--- config.mk ---
export PLATFORM = sky130hd
export DESIGN_NAME = bulk_pp_buf
export DESIGN_NICKNAME = d
export VERILOG_FILES = /design/src/rtl/bpp_pkg.sv /design/src/rtl/bpp_store.sv /design/src/rtl/bpp_pick.sv /design/src/rtl/bulk_pp_buf.sv
export SDC_FILE = /design/constraint.sdc
export NUM_CORES = 1
export LEC_CHECK = 0
export ABC_AREA = 1
export BUFFER_PORTS_ARGS = -buffer_cell sky130_fd_sc_hd__buf_2
export CAP_MARGIN = 10
export CORE_ASPECT_RATIO = 1.25
export CORE_MARGIN = 10
export CORE_UTILIZATION = 56
export CTS_CLUSTER_SIZE = 25
export DETAILED_ROUTE_END_ITERATION = 8
export MAX_ROUTING_LAYER = met4
export PLACE_DENSITY = 0.75
export SYNTH_ARGS = -nofsm -noshare
export SYNTH_HDL_FRONTEND = slang
export SYNTH_SLANG_ARGS = --single-unit
--- constraint.sdc ---
create_clock -name clk -period 3.9 [get_ports clk]
set_input_delay 0.195 -clock clk [delete_from_list [all_inputs] [get_ports clk]]
set_output_delay 0.195 -clock clk [all_outputs]
set_load 0.02 [all_outputs]
--- src/rtl/bpp_pkg.sv ---
package bpp_pkg;

    typedef enum logic [1:0] {
        IK_NAK  = 2'd0,
        IK_DATA = 2'd1,
        IK_ZLP  = 2'd2
    } in_kind_e;

    // Does buffer idx belong to the IN side under this configuration?
    function automatic logic in_owns(input logic link, input logic dir, input logic idx);
        return link ? !dir : (idx == 1'b0);
    endfunction

    // Does buffer idx belong to the OUT side under this configuration?
    function automatic logic out_owns(input logic link, input logic dir, input logic idx);
        return link ? dir : (idx == 1'b1);
    endfunction

endpackage

--- src/rtl/bpp_store.sv ---
module bpp_store #(
    parameter int DEPTH = 64,
    parameter int DW    = 8,
    localparam int AW   = (DEPTH > 1) ? $clog2(DEPTH) : 1,
    localparam int CW   = $clog2(DEPTH + 1)
) (
    input  logic          clk,
    input  logic          rst,
    input  logic          clr,
    input  logic          wr,
    input  logic [DW-1:0] wdata,
    input  logic          rd,
    output logic [DW-1:0] head,
    output logic [CW-1:0] cnt
);
    logic [DW-1:0] mem [DEPTH];
    logic [AW-1:0] wp, rp;
    logic          wr_ok, rd_ok;

    function automatic logic [AW-1:0] step(input logic [AW-1:0] p);
        return (p == AW'(DEPTH - 1)) ? '0 : p + 1'b1;
    endfunction

    assign wr_ok = wr && (cnt < CW'(DEPTH));
    assign rd_ok = rd && (cnt != '0);
    assign head  = mem[rp];

    always_ff @(posedge clk) begin
        if (wr_ok && !clr) mem[wp] <= wdata;
    end

    always_ff @(posedge clk) begin
        if (rst || clr) begin
            wp  <= '0;
            rp  <= '0;
            cnt <= '0;
        end else begin
            if (wr_ok) wp <= step(wp);
            if (rd_ok) rp <= step(rp);
            cnt <= cnt + CW'(wr_ok) - CW'(rd_ok);
        end
    end
endmodule

--- src/rtl/bpp_pick.sv ---
module bpp_pick
    import bpp_pkg::*;
#(
    parameter int DEPTH = 64,
    localparam int CW   = $clog2(DEPTH + 1)
) (
    input  logic          in_ep,
    input  logic          null_p,
    input  logic          rdy,
    input  logic          full_only,
    input  logic [CW-1:0] cnt,
    output in_kind_e      kind,
    output logic [CW-1:0] len
);
    always_comb begin
        kind = IK_NAK;
        len  = '0;
        if (in_ep) begin
            if (null_p) begin
                kind = IK_ZLP;
            end else if (rdy && (!full_only || cnt == CW'(DEPTH))) begin
                kind = IK_DATA;
                len  = cnt;
            end
        end
    end
endmodule

--- src/rtl/bulk_pp_buf.sv ---
module bulk_pp_buf
    import bpp_pkg::*;
#(
    parameter int DEPTH = 64,
    parameter int DW    = 8,
    localparam int CW   = $clog2(DEPTH + 1)
) (
    input  logic          clk,
    input  logic          rst,
    input  logic          cfg_we,
    input  logic          cfg_link,
    input  logic          cfg_dir,
    input  logic          cfg_full_only,
    input  logic [1:0]    rdy_set,
    input  logic          null_set,
    input  logic          rx_dis,
    input  logic          tx_rst,
    input  logic          rx_rst,
    input  logic [1:0]    flag_clr,
    input  logic          fw_sel,
    input  logic          fw_wr,
    input  logic [DW-1:0] fw_wdata,
    input  logic          fw_rd,
    output logic [DW-1:0] fw_rdata,
    input  logic          in_req,
    input  logic          in_rd,
    input  logic          in_ack,
    output logic [1:0]    in_resp,
    output logic [CW-1:0] in_len,
    output logic [DW-1:0] in_rdata,
    input  logic          out_start,
    input  logic          out_wr,
    input  logic [DW-1:0] out_wdata,
    input  logic          out_end,
    output logic          out_ack,
    output logic          link_o,
    output logic          dir_o,
    output logic [1:0]    rdy_o,
    output logic          null_o,
    output logic [1:0]    flags_o,
    output logic [CW-1:0] rx_len,
    output logic [CW-1:0] cnt0,
    output logic [CW-1:0] cnt1,
    output logic [CW-1:0] max_len
);
    logic          link_q, dir_q, fonly_q, null_q, tog_q;
    logic [1:0]    rdy_q, flags_q;
    logic          tx_act, txb_q, rx_act, rxb_q;
    in_kind_e      txk_q, kind;
    logic [CW-1:0] rxlen_q, pick_len;
    logic [CW-1:0] cnt  [2];
    logic [DW-1:0] head [2];
    logic          in_ep, out_ep, ib, ob, rx_take;

    assign in_ep   = !link_q || !dir_q;
    assign out_ep  = !link_q || dir_q;
    assign ib      = link_q ? tog_q : 1'b0;
    assign ob      = link_q ? tog_q : 1'b1;
    assign out_ack = out_ep && !rx_dis && !rx_act && (!link_q || rdy_q[ob]);
    assign rx_take = out_start && out_ack;

    bpp_pick #(.DEPTH(DEPTH)) u_pick (
        .in_ep     (in_ep),
        .null_p    (null_q),
        .rdy       (rdy_q[ib]),
        .full_only (fonly_q),
        .cnt       (cnt[ib]),
        .kind      (kind),
        .len       (pick_len)
    );

    for (genvar g = 0; g < 2; g++) begin : g_buf
        localparam logic IDX = 1'(g);
        logic          b_wr, b_rd, b_clr;
        logic [DW-1:0] b_wdata;
        assign b_wr    = (fw_wr && fw_sel == IDX) || (rx_act && out_wr && rxb_q == IDX);
        assign b_wdata = (rx_act && rxb_q == IDX) ? out_wdata : fw_wdata;
        assign b_rd    = (fw_rd && fw_sel == IDX) || (tx_act && in_rd && txb_q == IDX);
        assign b_clr   = (tx_rst && in_owns(link_q, dir_q, IDX))
                       || (rx_rst && out_owns(link_q, dir_q, IDX))
                       || (rx_take && ob == IDX);
        bpp_store #(.DEPTH(DEPTH), .DW(DW)) u_store (
            .clk   (clk),
            .rst   (rst),
            .clr   (b_clr),
            .wr    (b_wr),
            .wdata (b_wdata),
            .rd    (b_rd),
            .head  (head[g]),
            .cnt   (cnt[g])
        );
    end

    always_ff @(posedge clk) begin
        if (rst) begin
            link_q  <= 1'b0;
            dir_q   <= 1'b0;
            fonly_q <= 1'b0;
            null_q  <= 1'b0;
            tog_q   <= 1'b0;
            rdy_q   <= '0;
            flags_q <= '0;
            tx_act  <= 1'b0;
            txb_q   <= 1'b0;
            txk_q   <= IK_NAK;
            rx_act  <= 1'b0;
            rxb_q   <= 1'b0;
            rxlen_q <= '0;
        end else begin
            if (cfg_we) begin
                link_q  <= cfg_link;
                fonly_q <= cfg_full_only;
                if (!link_q) dir_q <= cfg_dir;
                tog_q   <= 1'b0;
            end
            if (null_set) null_q <= 1'b1;
            rdy_q   <= rdy_q | rdy_set;
            flags_q <= flags_q & ~flag_clr;

            for (int i = 0; i < 2; i++) begin
                if (tx_rst && in_owns(link_q, dir_q, 1'(i)))  rdy_q[i] <= 1'b0;
                if (rx_rst && out_owns(link_q, dir_q, 1'(i))) rdy_q[i] <= 1'b0;
            end
            if (link_q && ((tx_rst && !dir_q) || (rx_rst && dir_q))) tog_q <= 1'b0;

            if (in_req && !tx_act) begin
                tx_act <= (kind != IK_NAK);
                txb_q  <= ib;
                txk_q  <= kind;
            end
            if (in_ack && tx_act) begin
                tx_act     <= 1'b0;
                flags_q[0] <= 1'b1;
                if (txk_q == IK_ZLP) begin
                    null_q <= 1'b0;
                end else begin
                    rdy_q[txb_q] <= 1'b0;
                    if (link_q) tog_q <= ~tog_q;
                end
            end

            if (rx_take) begin
                rx_act <= 1'b1;
                rxb_q  <= ob;
            end
            if (out_end && rx_act) begin
                rx_act     <= 1'b0;
                flags_q[1] <= 1'b1;
                rxlen_q    <= cnt[rxb_q];
                if (link_q) begin
                    rdy_q[rxb_q] <= 1'b0;
                    tog_q        <= ~tog_q;
                end
            end
        end
    end

    assign fw_rdata = head[fw_sel];
    assign in_rdata = head[txb_q];
    assign in_resp  = kind;
    assign in_len   = pick_len;
    assign link_o   = link_q;
    assign dir_o    = dir_q;
    assign rdy_o    = rdy_q;
    assign null_o   = null_q;
    assign flags_o  = flags_q;
    assign rx_len   = rxlen_q;
    assign cnt0     = cnt[0];
    assign cnt1     = cnt[1];
    assign max_len  = CW'(DEPTH);
endmodule

* Word level (Yosys, flattened, before mapping) *
Memories as Yosys holds them, arrays and structs flattened. A register that Yosys moved wholly into a read port is not among the register bits.
Cells that the tools add are included.

storage, ports and cells
  flip-flop bits (word level) = 60
  RAM bits = 1024
  output and inout bits = 61
  logic and storage cells = 199
  memories kept = 2

operators by class
  add/subtract/negate cells = 8
  magnitude comparators = 12
  eq/ne operators = 6
  muxes and demuxes = 69
  bitwise logic cells = 17
  reduce and logical (&&, ||, !) cells = 66

memory list
  name                  words  width  rd ports  clocked after Yosys merged registers in  write ports  line             text
  g_buf[0].u_store.mem  64     8      1         1                                        1            bpp_store.sv:16  logic [DW-1:0] mem [DEPTH];
  g_buf[1].u_store.mem  64     8      1         1                                        1            bpp_store.sv:16

operator list
  cell                                                                           count
  8-bit two-way mux                                                              8
  7-bit two-way mux                                                              9
  6-bit two-way mux                                                              8
  1-bit logical AND                                                              37
  1-bit two-way mux                                                              35
  6-bit by 1-bit adder with 6-bit output (second input constant)                 4
  6-bit equality test (second input constant)                                    4
  1-bit logical OR                                                               15
  7-bit by 1-bit adder with 7-bit output                                         2
  7-bit less-than comparator (second input constant)                             2
  2-bit two-way mux                                                              7
  7-bit nonzero test                                                             2
  7-bit by 1-bit subtractor with 7-bit output                                    2
  2-bit greater-or-equal comparator (second input constant)                      4
  1-bit logical NOT                                                              8
  1-bit by 2-bit less-than comparator with 1-bit output (second input constant)  4
  1-bit NOT with 2-bit output                                                    4
  7-bit equality test (second input constant)                                    1
  2-bit bitwise AND                                                              3
  1-bit NOT                                                                      6
  2-bit NOT                                                                      3
  2-bit OR reduction                                                             2
  1-bit demux with 1-bit select                                                  2
  2-bit equality test (second input constant)                                    1
  4 further kinds                                                                5

* Depth between registers and ports, before layout *
  depth in word-level cells = 13
  mapped depth = 17
  gate-level depth less buffers = 17

* Hierarchy *
From an unflattened synthesis, not the netlist that was laid out.

unflattened totals
  cells, all modules = 4191
  area total of the unflattened synthesis = 46269.4 µm²

by module, submodules not included
  module                        times used  cells each  area an instance (µm²)
  bpp_store (g_buf[1].u_store)  1           1950        22301.4
  bpp_store (g_buf[0].u_store)  1           1945        22210.1
  bulk_pp_buf                   1           270         1644.1
  bpp_pick                      1           26          113.9

* Least setup slack after synthesis *
Ideal clock, no wire load.

  path kind = register to register
  start point = register rxb_q
  end point = memory g_buf[0].u_store.mem[0][0], data pin
  library setup time = 702 ps
  arrival time = 3348 ps
  data required time = 3198 ps
  slack = -150 ps
  cell stages (with the launch flop) = 6
  period minus slack after synthesis = 4050 ps
  cells stage by stage = dfxtp_1 -> buf_2 -> inv_2 -> nand2_1 -> clkbuf_1 -> o21ai_0

between the ends
  longest elaborated chain between the ends = 3

RTL lines
  what                           line                text
  from (decl)                    bulk_pp_buf.sv:48   logic tx_act, txb_q, rx_act, rxb_q;
  from (signal assigned)         bulk_pp_buf.sv:107  rxb_q <= 1'b0;
  from (signal assigned)         bulk_pp_buf.sv:144  rxb_q <= ob;
  1-bit NOT                      bulk_pp_buf.sv:77   assign b_wdata = (rx_act && rxb_q == IDX) ? out_wdata : fw_wdata;
  1-bit logical AND              bulk_pp_buf.sv:77
  8-bit two-way mux              bulk_pp_buf.sv:77
  named net g_buf[0].b_wdata[0]  bulk_pp_buf.sv:75   logic [DW-1:0] b_wdata;
  to (decl)                      bpp_store.sv:16

The timed path passes the listed nets, and every way through them passes these cells.

==> summary.md <==
| Metric | Value |
|---|---|
| Fin crit share | `0.928` |
| Fillcell total | `6077` |
| EDFF count, synth | `1024` |
| Most frequent cells in the layout | `1448 x nand2_1, 1024 x edfxtp_1, 905 x nand3_1, 198 x nor2_1, 104 x clkbuf_16` |
| Reg2Reg Launch Point | `link_o` |
| Startpoint type of the worst setup path | `flip-flop` |
| HP Class | `in2reg` |
| Number of global-route vias before repair | `30500` |
| Antenna viol nets, final | `0` |
| Reg-to-reg slack, setup | `0.73 ns` |
| Synth Area in Compound Gates | `0.0113` |
| Post-Layout Cell Count | `5396` |
| Sequential power share | `0.511` |
| Layout cell share with drive strength beyond 1 | `0.0902` |
| Clk_skew | `0.0288 ns` |
| Via count | `31400` |
| Chip height | `340 µm` |
| Core Rows | `117` |
| Clock sink count | `1096` |
| CTS tree | `yes` |
| Synth Area in Adders | `0.00634` |
| Final Hold Viols | `0` |
| Most common cell after layout, fill and taps aside | `nand2_1` |
| Dominant synthesized flop cell | `edfxtp_1` |
| Hold path endpoint | `tog_q` |
| Via/cell ratio | `5.82` |
| Largest net degree at the start of global routing | `197` |
| Routed len/inst | `21.0 µm` |
| Relative slew slack | `0.205` |
| Area Growth Syn to Fin | `11.6%` |
| Fin crit period | `3.62 ns` |
| Max clock buf depth | `3` |
| Leading area contributor after synthesis | `edfxtp_1` |
| IO buf count | `92` |
| Die area | `93700 µm²` |
| Total Wirelength | `113 mm` |
| # setup viols final | `0` |
| Gpl congestion | `0.929` |
| Psw | `6.24 mW` |
| Synth area leaders | `edfxtp_1 67%, nand2_1 12%, nand3_1 9.9%` |
| Worst-skew pair later-pin latency | `0.67 ns` |
| Main combinational cell family by area after synthesis | `simple AND/OR/NAND/NOR gates` |
| DRT Pass-1 Iters | `8` |
| CP required | `3.70 ns` |
| Combinational share of power | `0.105` |
| Pint | `19.4 mW` |
| DRC | `0` |
| Critical Path Sink Type | `output port` |
| Num CTS Buffers | `102` |
| First-pass GRT wire length | `173 mm` |
| Crit path DAT | `3.42 ns` |
| Number of cells after detailed placement | `5180` |
| Post-DP HPWL | `69.1 mm` |
| Slew @ Worst Pin | `1.19 ns` |
| Seq cells post-synth | `1096` |
| Synth Cell Area | `45800 µm²` |
| I/O pins | `100` |
| Post-Synth Simple-Gate Area | `0.244` |
| Status | `completed` |
| Async SR Flop Fraction | `0` |
| GRT Total Usage | `0.246` |
| Antenna violations before repair | `3` |
| Count of cell types in the netlist | `44` |
| Postcts setup bufs | `0` |
| Hold Path Stages | `4` |
| Final Cell Area | `51100 µm²` |
| Ys Warns | `0` |
| Area share of the largest cell type after synthesis | `0.671` |
| RSZ-0062 raised after global routing | `false` |
| Synth Area in XOR/XNOR | `0.00344` |
| Area of placed instances | `47500 µm²` |
| Clock root buffer | `clkbuf_16` |
| Fmax | `0.276 GHz` |
| Nets | `4299` |
| Crit Path Class | `reg2out` |
| Sw frac | `0.243` |
| CTS clk-pin slew, worst paths | `0.06 ns` |
| Mux share of post-synthesis cell area | `0` |
| Initial Util | `0.564` |
| Fin. max-slew vios | `0` |
| Drt initial violations | `3327` |
| H-tree levels | `3` |
| Worst r2r path cells | `9` |
| Seq/Total Area, Yosys | `0.703` |
| Core area | `81200 µm²` |
| RR Endpoint | `g_buf[0].u_store.mem[0][1]` |
| Synth Instances | `4171` |
| Leakage | `18.6 nW` |
| Maximum vdd drop | `0.000435 V` |
| Clock share of power | `0.383` |
| Hold Buf Count CTS | `25` |
| Power density cells | `502 nW/µm²` |
| Hold Crit Start | `cfg_we` |
| GRT overflow | `0` |
| Syn_area_per_cell | `11.0 µm²` |
| Max_cap viols | `0` |
| Die W | `276 µm` |
| Critical path peak fanout | `196` |
| Post-CTS sizing | `0` |
-- registers in the layout, summed over array words and instances (netlist names), 2 cells and up, named ones only --
signal             cells
flags_o                2
g_buf.u_store.cnt     14
g_buf.u_store.mem   1024
g_buf.u_store.rp      12
g_buf.u_store.wp      12
rdy_o                  2
rx_len                 7
txk_q                  2
-- Yosys cell counts, types with 4 or more instances --
| library cell | number |
|---|---|
| nand3_1 | 905 |
| nand4_1 | 4 |
| nor3_1 | 16 |
| xor2_1 | 12 |
| nand2_2 | 4 |
| ha_1 | 20 |
| dfxtp_1 | 72 |
| buf_4 | 10 |
| nand2_1 | 1448 |
| nor2_1 | 198 |
| inv_2 | 8 |
| nand4_4 | 7 |
| xnor2_1 | 6 |
| nor3b_1 | 4 |
| buf_1 | 40 |
| o21ai_0 | 43 |
| a21oi_1 | 35 |
| clkbuf_1 | 76 |
| inv_1 | 83 |
| edfxtp_1 | 1024 |
| buf_2 | 114 |
| or2_2 | 4 |
| o21ai_1 | 4 |
-- per-layer routing --
metal / GRT usage / up-vias / share of wire
met4: 0.131 / 0 / 0.054
met3: 0.0360 / 372 / 0.086
li1: - / 14600 / -
met2: 0.403 / 1594 / 0.50
met1: 0.290 / 14900 / 0.36
met5: - / - / 0
-- critical path, stage by stage, from the launching register on --
cell and delay, ns:
dfxtp_4 0.38, buf_12 0.45, nand2_1 0.14, nand3_1 0.18, nand3_1 0.09, nand2_1 0.10, nand2_1 0.07, nand3_1 0.24
nand3_1 0.09, nand2_1 0.26, nand2_1 0.09, nand2_1 0.13, buf_2 0.18
-- area by class of cell --
type                            instances  area (µm²)  area share
Tap cell                             1071        1340      0.0262
Inverter                               94         369     0.00722
Multi-Input combinational cell       2744       12400       0.242
Sequential cell                      1096       32200       0.630
Antenna cell                            1        2.50   0.0000490
Timing Repair Buffer                  200        1520      0.0298
Clock inverter                         58         554      0.0108
Clock buffer                          132        2750      0.0538
-- cells by family after synthesis --
family	count (synthesis)
and+or+nand+nor	2602
DFF	1096
buffers and inverters	336
AOI/OAI and AO/OA	95
adders and majority gates	22
xor gates and xnor gates	18
other	2
-- how the worst max path moves through the flow --
stage / start / end / cells after the start / slack [ns]
2_1_floorplan: rxb_q / g_buf[0].u_store.mem[0][0] / 5 / -0.15
3_3_place_gp: link_o / g_buf[0].u_store.mem[29][2] / 9 / 0.87
3_5_place_dp: link_o / g_buf[0].u_store.mem[60][5] / 9 / 0.76
4_1_cts: flip-flop / fw_rdata[6] / 14 / 0.31
5_1_grt: flip-flop / fw_rdata[6] / 14 / 0.09
6_report: flip-flop / in_rdata[0] / 12 / 0.28
-- power by group through the flow --
stage          logic [mW]  registers, mW  clock network, mW
4_1_cts              2.68           13.1               9.92
3_5_place_dp         2.64           13.4                  0
3_3_place_gp         2.61           13.4                  0
5_1_grt              3.00           13.1               10.4
2_1_floorplan        1.74           13.4                  0
6_report             2.70           13.1               9.84
-- through the flow --
step	power, mW	utilization	worst slack [ns]	setup TNS (ns)	hold WS (ns)
after floorplan	15.2	-	-0.150	-138.33	0.257
after global placement	16.0	0.585	0.868	0	0.395
after detailed placement	16.0	0.585	0.755	0	0.424
after CTS	25.7	0.629	0.310	0	0.00198
after global routing	26.5	0.629	0.0873	0	0.0407
final	25.7	0.629	0.281	0	0.0266
Power figures use the tool's default switching activity.
